$ cat src/rtl/fifo_rt_pkg.sv
package fifo_rt_pkg;
   typedef enum logic {
      RT_IMMEDIATE = 1'b0,
      RT_DEFERRED  = 1'b1
   } rt_timing_e;
endpackage

$ cat src/rtl/fifo_rt_store.sv
module fifo_rt_store #(
   parameter int DEPTH  = 8,
   parameter int DATA_W = 8
) (
   input  logic                     clk,
   input  logic                     we,
   input  logic [$clog2(DEPTH)-1:0] waddr,
   input  logic [DATA_W-1:0]        wdata,
   input  logic [$clog2(DEPTH)-1:0] raddr,
   output logic [DATA_W-1:0]        rdata
);
   logic [DATA_W-1:0] cells [DEPTH];

   always_ff @(posedge clk) begin
      if (we) cells[waddr] <= wdata;
   end

   assign rdata = cells[raddr];
endmodule

$ cat src/rtl/fifo_rt_wr.sv
module fifo_rt_wr #(
   parameter int DEPTH = 8
) (
   input  logic                   clk,
   input  logic                   mrst_n,
   input  logic                   wr_en,
   input  logic                   full,
   output logic                   wr_go,
   output logic [$clog2(DEPTH):0] wr_ptr,
   output logic                   any_written
);
   assign wr_go = wr_en && !full;

   always_ff @(posedge clk) begin
      if (!mrst_n) begin
         wr_ptr      <= '0;
         any_written <= 1'b0;
      end else if (wr_go) begin
         wr_ptr      <= wr_ptr + 1'b1;
         any_written <= 1'b1;
      end
   end

   AST_WRITE_BLOCKED_FULL: assert property (@(posedge clk) disable iff (!mrst_n)
      (wr_en && full) |=> $stable(wr_ptr)) else $error("write into full buffer");
endmodule

$ cat src/rtl/fifo_rt_rd.sv
module fifo_rt_rd
   import fifo_rt_pkg::*;
#(
   parameter int DEPTH  = 8,
   parameter int DATA_W = 8
) (
   input  logic                     clk,
   input  logic                     mrst_n,
   input  logic                     lat_mode,
   input  logic                     rd_en,
   input  logic                     rt_n,
   input  logic                     any_written,
   input  logic                     empty,
   input  logic [DATA_W-1:0]        mem_q,
   output logic [$clog2(DEPTH)-1:0] mem_addr,
   output logic [$clog2(DEPTH):0]   rd_ptr,
   output logic [DATA_W-1:0]        rd_data
);
   localparam int AW = $clog2(DEPTH);

   rt_timing_e timing_q;
   logic       rt_hit;
   logic       rd_go;

   assign rt_hit   = !rt_n && any_written;
   assign rd_go    = rd_en && !empty && !rt_hit;
   assign mem_addr = (rt_hit && timing_q == RT_IMMEDIATE) ? '0 : rd_ptr[AW-1:0];

   always_ff @(posedge clk) begin
      if (!mrst_n) timing_q <= rt_timing_e'(lat_mode);
   end

   always_ff @(posedge clk) begin
      if (!mrst_n) begin
         rd_ptr  <= '0;
         rd_data <= '0;
      end else if (rt_hit) begin
         if (timing_q == RT_IMMEDIATE) begin
            rd_ptr  <= {{AW{1'b0}}, 1'b1};
            rd_data <= mem_q;
         end else begin
            rd_ptr  <= '0;
         end
      end else if (rd_go) begin
         rd_ptr  <= rd_ptr + 1'b1;
         rd_data <= mem_q;
      end
   end

   AST_REWIND_DEFERRED: assert property (@(posedge clk) disable iff (!mrst_n)
      (rt_hit && timing_q == RT_DEFERRED) |=> rd_ptr == '0) else $error("deferred rewind");
   AST_REWIND_IMMEDIATE: assert property (@(posedge clk) disable iff (!mrst_n)
      (rt_hit && timing_q == RT_IMMEDIATE) |=> rd_ptr == 1) else $error("immediate rewind");
   AST_DEFERRED_HOLD: assert property (@(posedge clk) disable iff (!mrst_n)
      (rt_hit && timing_q == RT_DEFERRED) |=> $stable(rd_data)) else $error("deferred output moved");
   AST_RT_UNWRITTEN: assert property (@(posedge clk) disable iff (!mrst_n)
      (!rt_n && !any_written) |=> ($stable(rd_ptr) && $stable(rd_data))) else $error("replay of empty store");
   AST_TIMING_FROZEN: assert property (@(posedge clk) disable iff (!mrst_n)
      $past(mrst_n) |-> $stable(timing_q)) else $error("timing changed after reset");
   AST_EMPTY_READ_IGNORED: assert property (@(posedge clk) disable iff (!mrst_n)
      (rd_en && empty && rt_n) |=> $stable(rd_data)) else $error("read while empty");
endmodule

$ cat src/rtl/fifo_rt_ctrl.sv
module fifo_rt_ctrl #(
   parameter int DEPTH  = 8,
   parameter int DATA_W = 8
) (
   input  logic                   clk,
   input  logic                   mrst_n,
   input  logic                   lat_mode,
   input  logic                   wr_en,
   input  logic [DATA_W-1:0]      wr_data,
   input  logic                   rd_en,
   input  logic                   rt_n,
   output logic [DATA_W-1:0]      rd_data,
   output logic                   empty,
   output logic                   full,
   output logic [$clog2(DEPTH):0] level
);
   localparam int AW = $clog2(DEPTH);

   generate
      if (DEPTH < 2 || (1 << AW) != DEPTH) begin : g_bad_depth
         $error("DEPTH must be a power of two, at least 2");
      end
      if (DATA_W < 1) begin : g_bad_width
         $error("DATA_W must be positive");
      end
   endgenerate

   logic          wr_go;
   logic [AW:0]   wr_ptr;
   logic [AW:0]   rd_ptr;
   logic          any_written;
   logic [AW-1:0] mem_addr;
   logic [DATA_W-1:0] mem_q;

   assign level = wr_ptr - rd_ptr;
   assign empty = (level == '0);
   assign full  = (level == DEPTH[AW:0]);

   fifo_rt_wr #(.DEPTH(DEPTH)) u_wr (
      .clk(clk), .mrst_n(mrst_n), .wr_en(wr_en), .full(full),
      .wr_go(wr_go), .wr_ptr(wr_ptr), .any_written(any_written)
   );

   fifo_rt_store #(.DEPTH(DEPTH), .DATA_W(DATA_W)) u_store (
      .clk(clk), .we(wr_go), .waddr(wr_ptr[AW-1:0]), .wdata(wr_data),
      .raddr(mem_addr), .rdata(mem_q)
   );

   fifo_rt_rd #(.DEPTH(DEPTH), .DATA_W(DATA_W)) u_rd (
      .clk(clk), .mrst_n(mrst_n), .lat_mode(lat_mode), .rd_en(rd_en), .rt_n(rt_n),
      .any_written(any_written), .empty(empty), .mem_q(mem_q),
      .mem_addr(mem_addr), .rd_ptr(rd_ptr), .rd_data(rd_data)
   );

   AST_NO_OVERFLOW: assert property (@(posedge clk) disable iff (!mrst_n)
      level <= DEPTH) else $error("level above depth");
   AST_RESET_CLEAR: assert property (@(posedge clk)
      !mrst_n |=> (level == '0 && rd_data == '0)) else $error("reset state");
endmodule

$ cat config.mk
export PLATFORM = sky130hd
export DESIGN_NAME = fifo_rt_ctrl
export DESIGN_NICKNAME = d
export VERILOG_FILES = /design/src/rtl/fifo_rt_pkg.sv /design/src/rtl/fifo_rt_store.sv /design/src/rtl/fifo_rt_wr.sv /design/src/rtl/fifo_rt_rd.sv /design/src/rtl/fifo_rt_ctrl.sv
export SDC_FILE = /design/constraint.sdc
export NUM_CORES = 1
export LEC_CHECK = 0
export BUFFER_PORTS_ARGS = -buffer_cell sky130_fd_sc_hd__buf_2
export CORE_AREA = 2 2 114 61
export CTS_CLUSTER_DIAMETER = 200
export DETAILED_ROUTE_END_ITERATION = 10
export DIE_AREA = 0 0 116 63
export PLACE_DENSITY = 0.76
export SETUP_SLACK_MARGIN = 0.02
export SLEW_MARGIN = 20
export SYNTH_ARGS = -nofsm -noshare
export SYNTH_HDL_FRONTEND = slang
export SYNTH_SLANG_ARGS = --single-unit
$ cat constraint.sdc
create_clock -name clk -period 8.3 [get_ports clk]
set_clock_uncertainty 0.1 [all_clocks]
set_input_delay 0.83 -clock clk [delete_from_list [all_inputs] [get_ports clk]]
set_output_delay 0.83 -clock clk [all_outputs]
set_load 0.005 [all_outputs]
# After elaboration in Yosys (flattened, before gate mapping)

Memories as Yosys holds them, arrays and structs flattened.
Cells that the tools add are included.
Widths: inputs -> output; s select.

Input port bits: 14
Memories kept: 1
Word-level logic and storage cells: 33
Bits in writable memories: 64
Flip-flop bits (word level): 18

Mux-type cells: 9
Reduce and logical (&&, ||, !) cells: 12
Add/subtract/negate cells: 3
Equal/unequal tests: 2
Bitwise operators: 1

Memories:

| memory        | depth | width | rd ports | clocked after Yosys merged registers in | write ports | RTL line            | RTL |
|---|---|---|---|---|---|---|---|
| u_store.cells | 8     | 8     | 1        | 0                                       | 1           | fifo_rt_store.sv:12 | `logic [DATA_W-1:0] cells [DEPTH];` |

Operators with widths:

| kind                | count |
|---|---|
| $mux 8              | 3 |
| $add 4x1->4 const B | 2 |
| $mux 4              | 2 |
| $logic_and 1x1->1   | 5 |
| $eq 4x4->1 const B  | 1 |
| $logic_not 1->1     | 4 |
| $logic_not 4->1     | 1 |
| $sub 4x4->4         | 1 |
| $mux 1              | 3 |
| $mux 3              | 1 |
| $ne 2x2->1 const B  | 1 |
| $reduce_and 2->1    | 1 |
| $reduce_bool 2->1   | 1 |
| $not 1->1           | 1 |

# Longest topological paths before layout

Gate-level depths: netlist (run 1).

Depth in word-level cells: 7
Gate-level depth with buffers: 10

# Modules after synthesis

From an unflattened synthesis (run 1), not the netlist that was laid out.

Cells, all modules: 207
Area total of the unflattened synthesis: 3520.9 µm²

Modules (own cells, without submodules):

| module        | area each (µm²) | instances | cells an instance | sequential area each (µm²) |
|---|---|---|---|---|
| fifo_rt_store | 2531.2          | 1         | 106               | 1921.8 |
| fifo_rt_rd    | 604.3           | 1         | 62                | 270.3 |
| fifo_rt_wr    | 240.2           | 1         | 20                | 100.1 |
| fifo_rt_ctrl  | 145.1           | 1         | 19                | 0.0 |

# Least setup slack after synthesis (run 1)

Ideal clock, no wire load.

Kind: register to register
From: reg u_wr.wr_ptr[0]
To: mem u_store.cells[2][0] (enable)
Buffers on the path: 1
Setup slack: 5.007 ns
Required time: 7.802 ns
Stages on the path, launching flop included: 11
Arrival: 2.795 ns
Cells stage by stage: dfxtp_1 clkbuf_1 inv_1 ha_1 inv_1 fa_1 xor2_2 nor3_2 and3_1 nand2b_1 nor4b_1

Longest elaborated chain between the ends: 6

RTL lines:

| item                         | RTL line            | RTL |
|---|---|---|
| from (decl)                  | fifo_rt_wr.sv:9     | `output logic [$clog2(DEPTH):0] wr_ptr,` |
| from (signal assigned)       | fifo_rt_wr.sv:19    | `wr_ptr <= wr_ptr + 1'b1;` |
| $sub 4x4->4                  | fifo_rt_ctrl.sv:35  | `assign level = wr_ptr - rd_ptr;` |
| net level[2]                 | fifo_rt_ctrl.sv:15  | `output logic [$clog2(DEPTH):0] level` |
| $eq 4x4->1                   | fifo_rt_ctrl.sv:37  | `assign full = (level == DEPTH[AW:0]);` |
| net full                     | fifo_rt_ctrl.sv:14  | `output logic full,` |
| $logic_not 1->1              | fifo_rt_wr.sv:12    | `assign wr_go = wr_en && !full;` |
| $logic_and 1x1->1            | fifo_rt_wr.sv:12    |  |
| $mux 1                       | fifo_rt_store.sv:15 | `if (we) cells[waddr] <= wdata;` |
| $mux 1 (implied by the code) | fifo_rt_store.sv:15 |  |
| to (decl)                    | fifo_rt_store.sv:12 |  |

The timed path passes the listed nets, and every way through them passes these cells.

# Final worst setup path (run 1)

From: reg u_rd.rd_ptr[0]
To: out full

Longest elaborated chain between the ends: 2

RTL lines:

| item                   | RTL line           | RTL |
|---|---|---|
| from (decl)            | fifo_rt_rd.sv:16   | `output logic [$clog2(DEPTH):0] rd_ptr,` |
| from (signal assigned) | fifo_rt_rd.sv:39   | `rd_ptr <= {{AW{1'b0}}, 1'b1};` |
| from (signal assigned) | fifo_rt_rd.sv:45   | `rd_ptr <= rd_ptr + 1'b1;` |
| $sub 4x4->4            | fifo_rt_ctrl.sv:35 |  |
| $eq 4x4->1             | fifo_rt_ctrl.sv:37 |  |
| to (decl)              | fifo_rt_ctrl.sv:14 |  |

Every way passes these cells.

==> metrics.txt, run 1 <==
Synth Flop Type=edfxtp_1; Post-Syn Area=3570 um2; #FFs+latches synth=82; CP startpoint kind=flip-flop; crit-path max FO=38; Yosys cell types=42; Rel. slew slack=29.9%; RSZ-0062 raised after global routing=false; Synth top area share=54.7%; non-filler cells, final=407; initial antenna violation count=0; post-CTS setup buffers=0; TritonCTS clock tree=yes; die area=7310 um2; Gates resized, CTS repair=0; worst-margin pin slew=1040 ps; Placed Cells=391; wire length of the first global-routing pass=13000 um; Initial Util=56.1%; Post-synth EDFFs=65; GRT overflow=0; worst vdd ir=0.000182 V; Final Util=64.9%; Die Y=63 um; Routed Wire Length=8580 um; Rows=21; number of remaining DRC errors=0; cts bufs inserted=9; cts hold-fix bufs=0; Syn Nets=299; router iterations before antenna repair=5; most frequent cells in the layout=edfxtp_1, buf_2, nand2_1; hold crit path type=flip-flop to flip-flop; layout cells sized above 1=21.0%; Port Buffers=27; RD Place Congestion=0.824; Final min period=3660 ps; cell area after layout=4130 um2; H-tree Lvls=3; highest metal used=met4; Crit Path Category=flip-flop to primary output; number of diodes=0; Final HPWL DP=6070 um; placed inst area=3810 um2; GRT Overall Usage=25.6%; routed length on met2=3460 um; Syn-to-layout area delta=15.7%; CTS Sinks=82; mean routed wirelength per cell=21.1 um; CP required=7370 ps; Lkg Pwr=1.46 nW; Fmax=273 MHz; critical path arrival=2730 ps; Die W=116 um; Post-Route M1 WL=4260 um; vias in the first global route=2279; post-synthesis async set-or-reset flop share=0%; commonest non-fill, non-tap cell in the layout=edfxtp_1; largest area contributor in the synthesized netlist=edfxtp_1; Post-DRT Antenna Nets=0; clk_lat worst skew=350 ps; Power per Cell Area=334 nW/um2; Fin Setup TNS=0 ps; post-synthesis cell count=279; Ys Warns=0; Seq/Total Area, Yosys=64.2%; Core Area=6360 um2; WL met3=756 um; synth top area cells=edfxtp_1, dfxtp_1, mux2i_1, nand2_1, nor2_1; syn_area_per_cell=12.8 um2; clock buffer depth=2; starting DRC count in detailed routing=318; I/O pins=28; final critical-path share of the clock period=44.1%; clock-pin slew on the worst setup and hold paths=60 ps; CP endpoint kind=primary output; pin count of the biggest net entering global routing=39; DR vias/cell=6.03; Clock Tree Root=clkbuf_16; Final nets=330; DR vias=2455; max-cap violations=0; max-slew violations=0; Setup Viol. Count Final=0; outcome=complete, no violations; final-report hold violation count=0
==> final timing paths <==
kind                                 startpoint             endpoint  slack [ps]  depth (start not counted)
worst max-delay path             u_rd.rd_ptr[0]                 full        4640                          8
worst min-delay path            u_rd.rd_data[2]      u_rd.rd_data[2]         400                          1
worst max register to register   u_rd.rd_ptr[0]  u_store.cells[4][6]        4720                          9
worst min register to register  u_rd.rd_data[2]      u_rd.rd_data[2]         400                          1
==> kinds of logic (layout without fill, tap and decap cells) <==
kind of cell    Yosys count  after routing  synth area share, %
fa+ha+maj                 6              6                 2.31
buf+inv                  23             59                 2.63
compound gates           66             66                 13.0
flops                    82             82                 64.2
xor+xnor                  5              5                 1.44
mux                      18             18                 5.29
simple gates             79             79                 11.0
==> worst max-delay path: stages (launching register included) <==
cell	delay, ps
dfxtp_1	300
buf_4	360
ha_1	270
inv_1	60
fa_1	410
xor2_2	170
nor3_2	380
and3_1	280
buf_2	130
==> stage by stage <==
step / hold WS (ps) / setup slack, ps / power (mW)
after floorplan: 367 / 5010 / 0.830
after global placement: 383 / 4820 / 0.961
after detailed placement: 387 / 4680 / 0.976
after CTS: 399 / 4660 / 1.37
after global routing: 440 / 4480 / 1.45
final: 395 / 4640 / 1.38
==> cells in the mapped netlist (all sizes together) (2+ instances only) <==
master,count
o31ai,7
nor3,5
nand2,24
and3,2
dfxtp,17
o221ai,8
mux2,7
a31o,2
buf,6
o2111ai,8
edfxtp,65
a21oi,13
mux2i,11
o21ai,14
xnor2,2
nor2,22
or3,2
nor3b,2
xor2,3
inv,11
nand2b,11
nor4,2
clkbuf,6
ha,5
nand3,4
a31oi,10
a21o,2
==> routing by layer <==
metal	up-vias	global-route usage (%)
met5	-	0
met2	107	31.4
li1	1123	-
met1	1217	41.8
met3	8	8.44
met4	0	7.74
==> sequential cells by signal (all words and copies together) (netlist names) <==
signal	flops
u_store.cells	64
u_rd.rd_data	8
u_rd.rd_ptr	4
u_wr.wr_ptr	4
u_wr.any_written	1
u_rd.timing_q	1
==> area by class of cell <==
cell class	count	area [um2]
clock buffer	12	279
clock inverter	4	30.0
fill	475	2230
inverter	11	41.3
multi-input combinational	174	1200
sequential	82	2290
tap	92	115
timing repair buffer	32	173
==> power by group <==
| group | switching (mW) | internal [mW] |
|---|---|---|
| clock network | 0.162 | 0.240 |
| logic | 0.256 | 0.169 |
| registers | 0.0396 | 0.512 |
| total | 0.457 | 0.921 |
(Power assumes the default switching activity.)
==> inputs of run 2 (changes only) <==
--- a/config.mk
+++ b/config.mk
@@ -6,11 +6,11 @@
 export NUM_CORES = 1
 export LEC_CHECK = 0
 export BUFFER_PORTS_ARGS = -buffer_cell sky130_fd_sc_hd__buf_2
-export CORE_AREA = 2 2 114 61
+export CORE_AREA = 2 2 120 64
 export CTS_CLUSTER_DIAMETER = 200
 export DETAILED_ROUTE_END_ITERATION = 10
-export DIE_AREA = 0 0 116 63
-export PLACE_DENSITY = 0.76
+export DIE_AREA = 0 0 122 66
+export PLACE_DENSITY = 0.73
 export SETUP_SLACK_MARGIN = 0.02
 export SLEW_MARGIN = 20
 export SYNTH_ARGS = -nofsm -noshare
==> constraint.sdc (replaced) <==
create_clock -name clk -period 3.1 [get_ports clk]
set_clock_uncertainty 0.1 [all_clocks]
set_input_delay 0.31 -clock clk [delete_from_list [all_inputs] [get_ports clk]]
set_output_delay 0.31 -clock clk [all_outputs]
set_load 0.005 [all_outputs]
==> metrics.txt, run 2 (same netlist as run 1, synthesis figures left out) <==
Biggest register=u_store.cells (unchanged); Power per Cell Area=886 nW/um2 (was 334 nW/um2); Final min period=2860 ps; switch share=32.4% (was 33.2%); Final HPWL DP=5770 um (was 6070 um); DR vias/cell=5.73 (was 6.03); placed inst area=3870 um2 (was 3810 um2); worst-margin pin slew=578 ps (was 1040 ps); cts hold-fix bufs=0 (unchanged); Crit Path Category=flip-flop to primary output (unchanged); CP startpoint kind=flip-flop (unchanged); Fin Setup TNS=0 ps (unchanged); Core Area=7020 um2 (was 6360 um2); number of diodes=0 (unchanged); final critical-path share of the clock period=92.4%; mean routed wirelength per cell=19.7 um (was 21.1 um); sequential share of power=39.9% (was 40.1%); Post-Route M1 WL=3890 um (was 4260 um); I/O pins=28 (unchanged); Final nets=338 (was 330); CP endpoint kind=primary output (unchanged); H-tree Lvls=3 (unchanged); largest registers=u_store.cells x64, u_rd.rd_data x8 (unchanged); vias in the first global route=2236 (was 2279); most frequent cells in the layout=edfxtp_1, buf_2, nand2_1 (unchanged); Fmax=349 MHz; clock share of power=28.7% (was 29.2%); Die Y=66 um (was 63 um); clock-pin slew on the worst setup and hold paths=60 ps (about the same); commonest non-fill, non-tap cell in the layout=edfxtp_1 (unchanged); wire length of the first global-routing pass=12600 um (was 13000 um); internal power=2.51 mW (was 0.921 mW); Port Buffers=27 (unchanged); Setup Viol. Count Final=0 (unchanged); router iterations before antenna repair=4 (was 5); final-report hold violation count=0 (unchanged); hold depth=1 (unchanged); RD Place Congestion=0.840 (was 0.824); fill count=569 (was 475); Comb pwr share=31.4% (was 30.8%); worst vdd ir=0.000404 V (was 0.000182 V); R2R depth=9 (unchanged); Syn-to-layout area delta=17.3% (was 15.7%); Die W=122 um (was 116 um); cts bufs inserted=9 (unchanged); routed length on met2=3350 um (was 3460 um); cell area after layout=4190 um2 (was 4130 um2); pin count of the biggest net entering global routing=38 (was 39); max-cap violations=0 (unchanged); critical path arrival=2450 ps (was 2730 ps); CTS Sinks=82 (unchanged); Post-DRT Antenna Nets=0 (unchanged); Largest register FFs=64 (unchanged); starting DRC count in detailed routing=240 (was 318); GRT overflow=0 (unchanged); crit-path max FO=8 (was 38); Rel. slew slack=61.3% (was 29.9%); Rows=22 (was 21); Lkg Pwr=1.50 nW (was 1.46 nW); initial antenna violation count=0 (unchanged); WL met3=981 um (was 756 um); number of remaining DRC errors=0 (unchanged); hold crit path type=primary input to flip-flop (was flip-flop to flip-flop); layout cells sized above 1=22.3% (was 21.0%); R2R Setup Slk=280 ps (was 4720 ps); die area=8050 um2 (was 7310 um2); Clock Tree Root=clkbuf_16 (unchanged); GRT Overall Usage=22.7% (was 25.6%); Routed Wire Length=8280 um (was 8580 um); clk_lat worst skew=340 ps (was 350 ps); RSZ-0062 raised after global routing=false (unchanged); clock buffer depth=2 (unchanged); CP required=2690 ps (was 7370 ps); highest metal used=met4 (unchanged); DR vias=2401 (was 2455); Initial Util=50.8% (was 56.1%); outcome=complete, no violations (unchanged); net switching power=1.20 mW (was 0.457 mW); TritonCTS clock tree=yes (unchanged); max-slew violations=0 (unchanged)
==> run 2: changes by cell type in the layout (fill, tap and decap cells not counted), moves of 2 or more <==
| cell | previous run | this run |
|---|---|---|
| buf_4 | 5 | 13 |
| clkbuf_16 | 11 | 9 |
| clkbuf_8 | 0 | 2 |
| nor3_2 | 3 | 1 |
==> run 2: layout make-up <==
class	instances	area [um2]	area share (%)
Clock buffer	11	253	6.04
Timing Repair Buffer	40	233	5.56
Sequential cell	82	2290	54.8
Inverter	11	41.3	0.986
Multi-Input combinational cell	174	1190	28.5
Tap cell	96	120	2.87
Clock inverter	5	52.6	1.26
==> run 2: metal layers <==
metal | vias to the layer above | track usage (%)
li1 | 1138 | -
met1 | 1165 | 34.2
met2 | 93 | 30.2
met3 | 5 | 8.71
met4 | 0 | 5.75
met5 | - | 0
==> run 2: power groups by stage <==
stage	logic (mW)	clock network (mW)	registers (mW)
6_report	1.16	1.07	1.48
4_1_cts	1.14	1.09	1.48
3_3_place_gp	1.11	0	1.49
2_1_floorplan	0.756	0	1.47
5_1_grt	1.29	1.14	1.50
3_5_place_dp	1.13	0	1.50
==> run 2: repair_timing <==
| action | CTS | global route |
|---|---|---|
| setup endpoints to repair | 0 | 1 |
| resized for setup | 0 | 1 |
| buffers inserted | 0 | 0 |
==> run 2: worst paths after layout <==
kind,from,endpoint
worst max-delay path,u_wr.wr_ptr[0],full
worst min-delay path,lat_mode,u_rd.timing_q
worst max register to register,u_wr.wr_ptr[0],u_store.cells[3][6]
worst min register to register,u_rd.rd_data[2],u_rd.rd_data[2]
==> run 2: critical path: stages (launching register included) <==
cell and delay, ps:
dfxtp_1 510, inv_1 120, ha_1 220, inv_1 70, fa_1 470, nor3_4 310, and3_1 260, buf_2 140
==> run 2: through the flow <==
step	instances	setup WS, ps	hold WS [ps]	utilization [%]	total power [mW]
2_1_floorplan	279	-89.4	309	-	2.23
3_3_place_gp	403	347	376	55.2	2.60
3_5_place_dp	403	251	385	55.2	2.63
4_1_cts	419	136	34.5	59.6	3.70
5_1_grt	419	70.7	32.6	59.6	3.92
6_report	419	236	48.9	59.6	3.71
